===== src/rtl/rm_test_gen.sv =====
module rm_test_gen #(
  parameter int N = 8
) (
  input  logic         clk,
  input  logic         rst,
  input  logic         start,
  output logic [N:0]   vec,
  output logic         valid,
  output logic         done
);
  localparam int CW = $clog2(N + 4);
  localparam logic [CW-1:0] LAST = CW'(N + 3);
  localparam logic [CW-1:0] NFIX = CW'(4);
  localparam logic [N-1:0] SEED = {{(N-1){1'b1}}, 1'b0};

  typedef enum logic [1:0] {IDLE, RUN, FIN} st_t;

  st_t           st;
  logic [CW-1:0] cnt;
  logic [N-1:0]  walk;
  logic          fixed;
  logic [N-1:0]  data;
  logic          x0;

  always_ff @(posedge clk) begin
    if (rst) begin
      st   <= IDLE;
      cnt  <= '0;
      walk <= SEED;
    end else begin
      case (st)
        IDLE: if (start) begin
          st   <= RUN;
          cnt  <= '0;
          walk <= SEED;
        end
        RUN: begin
          if (cnt == LAST) st <= FIN;
          else cnt <= cnt + 1'b1;
          if (!fixed) walk <= (walk << 1) | (walk >> (N - 1));
        end
        default: st <= IDLE;
      endcase
    end
  end

  assign valid = (st == RUN);
  assign done  = (st == FIN);
  assign fixed = (cnt < NFIX);
  assign x0    = valid & fixed & cnt[1];
  assign data  = !valid ? '0 : (fixed ? {N{cnt[0]}} : walk);
  assign vec   = {data, x0};

  // idle outputs quiet
  a_r1_idle_quiet: assert property (@(posedge clk) disable iff (rst)
    (!valid && !done) |-> (vec == '0));

  // first vector of a run is all zeros
  a_r3_first_zero: assert property (@(posedge clk) disable iff (rst)
    $rose(valid) |-> (vec == '0));

  // sweep vectors carry one zero and x0 low
  a_r4_one_zero: assert property (@(posedge clk) disable iff (rst)
    (valid && cnt >= NFIX) |-> (vec[0] == 1'b0 && $countones(vec[N:1]) == N - 1));

  // valid falls only into the done pulse, which lasts one cycle
  a_r6_done_follows: assert property (@(posedge clk) disable iff (rst)
    (!$past(rst) && $fell(valid)) |-> done);
  a_r6_done_single: assert property (@(posedge clk) disable iff (rst)
    done |=> (!done && !valid));
  a_r6_exclusive: assert property (@(posedge clk) disable iff (rst)
    !(done && valid));

  // start during a run does not cut it short
  a_r7_run_kept: assert property (@(posedge clk) disable iff (rst)
    (valid && start) |=> (valid || done));
endmodule


===== config.mk =====
export PLATFORM = sky130hd
export DESIGN_NAME = rm_test_gen
export DESIGN_NICKNAME = d
export VERILOG_FILES = /design/src/rtl/rm_test_gen.sv
export SDC_FILE = /design/constraint.sdc
export NUM_CORES = 1
export LEC_CHECK = 0
export BUFFER_PORTS_ARGS = -buffer_cell sky130_fd_sc_hd__buf_2
export CAP_MARGIN = 20
export CORE_AREA = 5 5 42 44
export CTS_CLUSTER_SIZE = 40
export DETAILED_ROUTE_END_ITERATION = 8
export DIE_AREA = 0 0 47 49
export PLACE_DENSITY = 0.76
export SETUP_SLACK_MARGIN = 0.1
export SKIP_LAST_GASP = 1
export SYNTH_ARGS = -nofsm -noshare
export SYNTH_HDL_FRONTEND = slang
export SYNTH_SLANG_ARGS = --single-unit

===== constraint.sdc =====
create_clock -name clk -period 3.1 [get_ports clk]
set_input_delay 0.31 -clock clk [delete_from_list [all_inputs] [get_ports clk]]
set_output_delay 0.31 -clock clk [all_outputs]
set_load 0.005 [all_outputs]

* Word-level counts from Yosys, hierarchy flattened
Index checks and enable logic that the tools add are counted.
** Storage, ports and cells
- Register bits after elaboration :: 14
- Word-level logic and storage cells :: 31
** Operators by class
- Add/sub/neg operators :: 1
- Order comparisons :: 1
- Eq/ne operators :: 7
- Muxes and demuxes :: 11
- Bitwise operators :: 3
- Reductions and logical operators :: 5
** Operators with widths (number)
- 2-to-1 mux 8 bit :: 4
- one-hot mux 8 bit (2 select lines) :: 1
- 2-to-1 mux 4 bit :: 2
- OR 8 x 1 -> 8 bit :: 1
- one-hot mux 4 bit (2 select lines) :: 1
- inequality test 2 bit (second input constant) :: 3
- AND reduction 3 bit :: 2
- adder 4 x 1 -> 4 bit (second input constant) :: 1
- == test 4 bit (second input constant) :: 1
- less-than comparator 4 x 3 -> 1 bit (second input constant) :: 1
- 2-to-1 mux 2 bit :: 2
- one-hot mux 2 bit (2 select lines) :: 1
- AND 1 bit :: 2
- == test 2 x 1 -> 1 bit (second input constant) :: 1
- == test 2 bit (second input constant) :: 1
- logical NOT 2 bit :: 1
- inequality test 2 x 1 -> 1 bit (second input constant) :: 1
- AND reduction 2 bit :: 1
- nonzero test 2 bit :: 1

* Logic depth before layout (Yosys ltp)
- Depth after elaboration :: 3
- Mapped depth :: 5

* Worst setup path after synthesis
OpenSTA, ideal clock, no wires.
- Path type :: register -> output
- From :: register cnt[2]
- To :: output port vec[0]
- Data arrival time :: 1.017 ns
- Required time :: 2.790 ns
- Slack :: 1.773 ns
- Cell stages (with the launch flop) :: 5
- Buffers on the path :: 2
- Path through :: dfxtp_1 > or2_2 > buf_2 > nor3_1 > buf_4
** Between the ends
- Word-level cells in the longest chain between the ends :: 3
** Ends and longest elaborated chain
- start, declared :: line 19 : logic [CW-1:0] cnt;
- start signal, assigned :: line 39 : else cnt <= cnt + 1'b1;
- less-than comparator 4 x 3 -> 1 bit :: line 49 : assign fixed = (cnt < NFIX);
- AND 1 bit (2 in series) :: line 50 : assign x0 = valid & fixed & cnt[1];
- end, declared :: line 7 : output logic [N:0] vec,
Every way passes these cells.

* Worst setup path after layout
- From :: register st[0]
- To :: output port vec[4]
** Between the ends
- Word-level cells in the longest chain between the ends :: 2
** Ends and longest elaborated chain
- start, declared :: line 18 : st_t st;
- start signal, assigned :: line 27 : st <= IDLE;
- start signal, assigned :: line 33 : st <= RUN;
- start signal, assigned :: line 38 : if (cnt == LAST) st <= FIN;
- == test 2 x 1 -> 1 bit :: line 47 : assign valid = (st == RUN);
- 2-to-1 mux 8 bit :: line 51 : assign data = !valid ? '0 : (fixed ? {N{cnt[0]}} : walk);
Every way passes these cells.

==> impl_results.md <==
* Run status: complete, no violations
* Layout Utilization at 55.00%
* Die ar. at about 2300 um2
* Die width at 47 um
* Count leader, synth: dfxtp_1
* Die Ht at 49 um
* First-pass GRT wire length at between 2000 and 2500 um
* Top post-synthesis cells by area: dfxtp_1 41%, a221o_1 10%, nand3_1 7.3%
* Routability cong. at 0.8258
* Initial Util at 49.02%
* Cells after DPL at 101
* Total gr overflow at 0
* Worst slack, placed at 1450 ps
* GRT Overall Usage at between 10 and 15%
* CP cell instances: nand2b_2 -> inv_1 -> nand3_1 -> nand2_1 -> buf_2
* Predominant post-synthesis flop cell: dfxtp_1
* Critical Path AT at 1640 ps
* Core area at approximately 1400 um2
* Worst R2R End: cnt[1]
* Resized cells post-CTS at 0
* I/O pin count at 14
* Slew @ Worst Pin at roughly 460 ps
* Worst Hold Slack at 327.6 ps
* Leakage at 0.3701 nW
* Async SR Flop Fraction at 0%
* Final hold violations at 0
* Drt drc at 0
* Hold path depth at 2
* Clock transition at path regs at 80 ps
* Max Cap Viol at 0
* Finished Cell Area at 770.7 um2
* Flops & latches, synth at 14
* Drt first pass iters at 4
* Clock skew at 1.234 ps
* Worst stage delay on the critical path at 450 ps
* # H-tree levels at 1
* Via count at about 600
* Dpl hpwl at ~1000 um
* Relative max-transition margin at 69.54%
* Hold Crit Endpoint: st[0]
* Root Driver: clkbuf_4
* Netlist cell types at 32
* Area share of the largest cell type after synthesis at between 40% and 50%
* N_diodes at 0
* Clock Path Buffers at 2
* # hold bufs at CTS at 0
* TNS Setup at 0 ps
* RSZ-0062 raised after global routing: false
* Tcrit/Tclk final at 62.98%
* Critical path peak fanout at 11
* Pins Over Slew Limit at 0
* Layout cells sized above 1 at about a quarter
* Reg2Reg Depth at 4
* Crit path launch type: flip-flop
* Placed cell areas at 734.5 um2
* Req. time, crit path at 2790 ps
* Number of core rows at 14
* Setup slack, reg-to-reg at 1750 ps
* Syn. warnings at 0
* DRT antenna net count at 0
* TritonCTS clock tree: done
* Post-synth net total at 80
* Crit Path Category: reg -> out
* Fmax at a little over 500 MHz
* Initial drt markers at 10
* DR WL/cell at 12.85 um
* Largest net degree at the start of global routing at 13
* Initial antenna violation count at 0
* Total Routed Length at 1349 um
* Total CTS buffers at 3
* Fillers at between 100 and 150
* Final worst slack at between 1000 and 1500 ps
* Sequential area share after synthesis at 40.80%
* CTS sink count at 14
* Tot Pwr at 0.3637 mW
* Post-synth EDFFs at 0
* Post-Synthesis Cells at 76
* Final setup fails at 0
* P per Cell Area at 471.8 nW/um2
* Hold Crit Class: in -> reg
* Post-Layout Cell Count at 105
* CP endpoint kind: primary output
* Crit path from: st[0]
* Hold_sp: rst
* Vias in the first global route at ~520
* Avg Cell Area, Syn at approximately 9.0 um2
* Fin nets at 94
* Worst-Skew Late Latency at 270 ps
* Post-Syn Area at 686.9 um2
* Worst flop-to-flop path startpoint: cnt[0]
* Cell taking the most area after synthesis: dfxtp_1
* Peak supply drop at 270.6 uV
* Commonest cells in the netlist: 14 x dfxtp_1, 10 x nand3_1, 9 x nand2_1, 7 x a221o_1, 4 x inv_1
* Via-per-instance ratio at 5.790
* Post-layout min period at 1952 ps
* Port-buffer cells at 13
* Crit-path slowest cell: dfxtp_1
* Post-CTS setup buffers at 0
* Syn-to-layout area delta at 12.20%
[power by group]
group,leakage (nW),total (mW),switching (mW),internal (mW)
Clock,0.0210,0.128,0.0567,0.0714
Sequential,0.115,0.199,0.00948,0.190
Combinational,0.234,0.0364,0.0202,0.0163
Total,0.370,0.364,0.0863,0.277
[flip-flops by register name (all words and copies together) (netlist names)]
name  flops
st        2
walk      8
cnt       4
[cells by family after synthesis]
group | Yosys count | share of synthesized area (%)
simple gates | 36 | 28.60
buf+inv | 8 | 7.649
flops | 14 | 40.80
fa+ha+maj | 1 | 1.821
compound gates | 17 | 21.13
[layer usage]
layer  up-vias  global-route usage [%]  routed length (um)  part of all wire (%)
li1        304                       -                   -                     -
met4         0                   6.912                  27                   2.0
met5         -                       0                   0                     0
met3         4                   4.797                  89                   6.6
met1       284                   19.82                 635                    47
met2        16                   19.00                 597                    44
[how the worst max path moves through the flow]
stage | to | slack [ps] | depth (start not counted)
after detailed placement | vec[4] | 1450 | 5
after global routing | vec[6] | 940 | 5
after floorplan | vec[0] | 1770 | 4
final | vec[4] | 1150 | 5
after global placement | vec[3] | 1520 | 5
after CTS | vec[4] | 1150 | 5
[layout make-up]
| cell class | count | area, um2 | area share (%) |
|---|---|---|---|
| Multi-Input combinational cell | 54 | 354.1 | 45.94 |
| Sequential cell | 14 | 280.3 | 36.36 |
| Timing Repair Buffer | 13 | 65.06 | 8.442 |
| Clock buffer | 4 | 36.28 | 4.708 |
| Tap cell | 16 | 20.02 | 2.597 |
| Inverter | 4 | 15.01 | 1.948 |
[worst max-delay path, delay by kind of cell, from the launching register on]
family / cells / cell delay, ps
buf+inv: 2 / 370
simple gates: 3 / 540
flops: 1 / 450
[placed cells by master, fill, tap and decap left out, drive strengths merged]
| master | count |
|---|---|
| dfxtp | 14 |
| buf | 13 |
| nand3 | 10 |
| nand2 | 9 |
| a221o | 7 |
| inv | 4 |
| clkbuf | 4 |
| nor2 | 3 |
| nor2b | 3 |
| a21oi | 2 |
| nand2b | 2 |
| a21o | 2 |
| or2 | 1 |
| nor3 | 1 |
| and2b | 1 |
| o21bai | 1 |
| and3b | 1 |
| nor3b | 1 |
| nand4b | 1 |
| or4 | 1 |
| o311ai | 1 |
| o2bb2ai | 1 |
| or3 | 1 |
| o22ai | 1 |
| nor4b | 1 |
| o21ai | 1 |
| o32ai | 1 |
| ha | 1 |
Note: power is estimated with default switching activity, not from simulation.
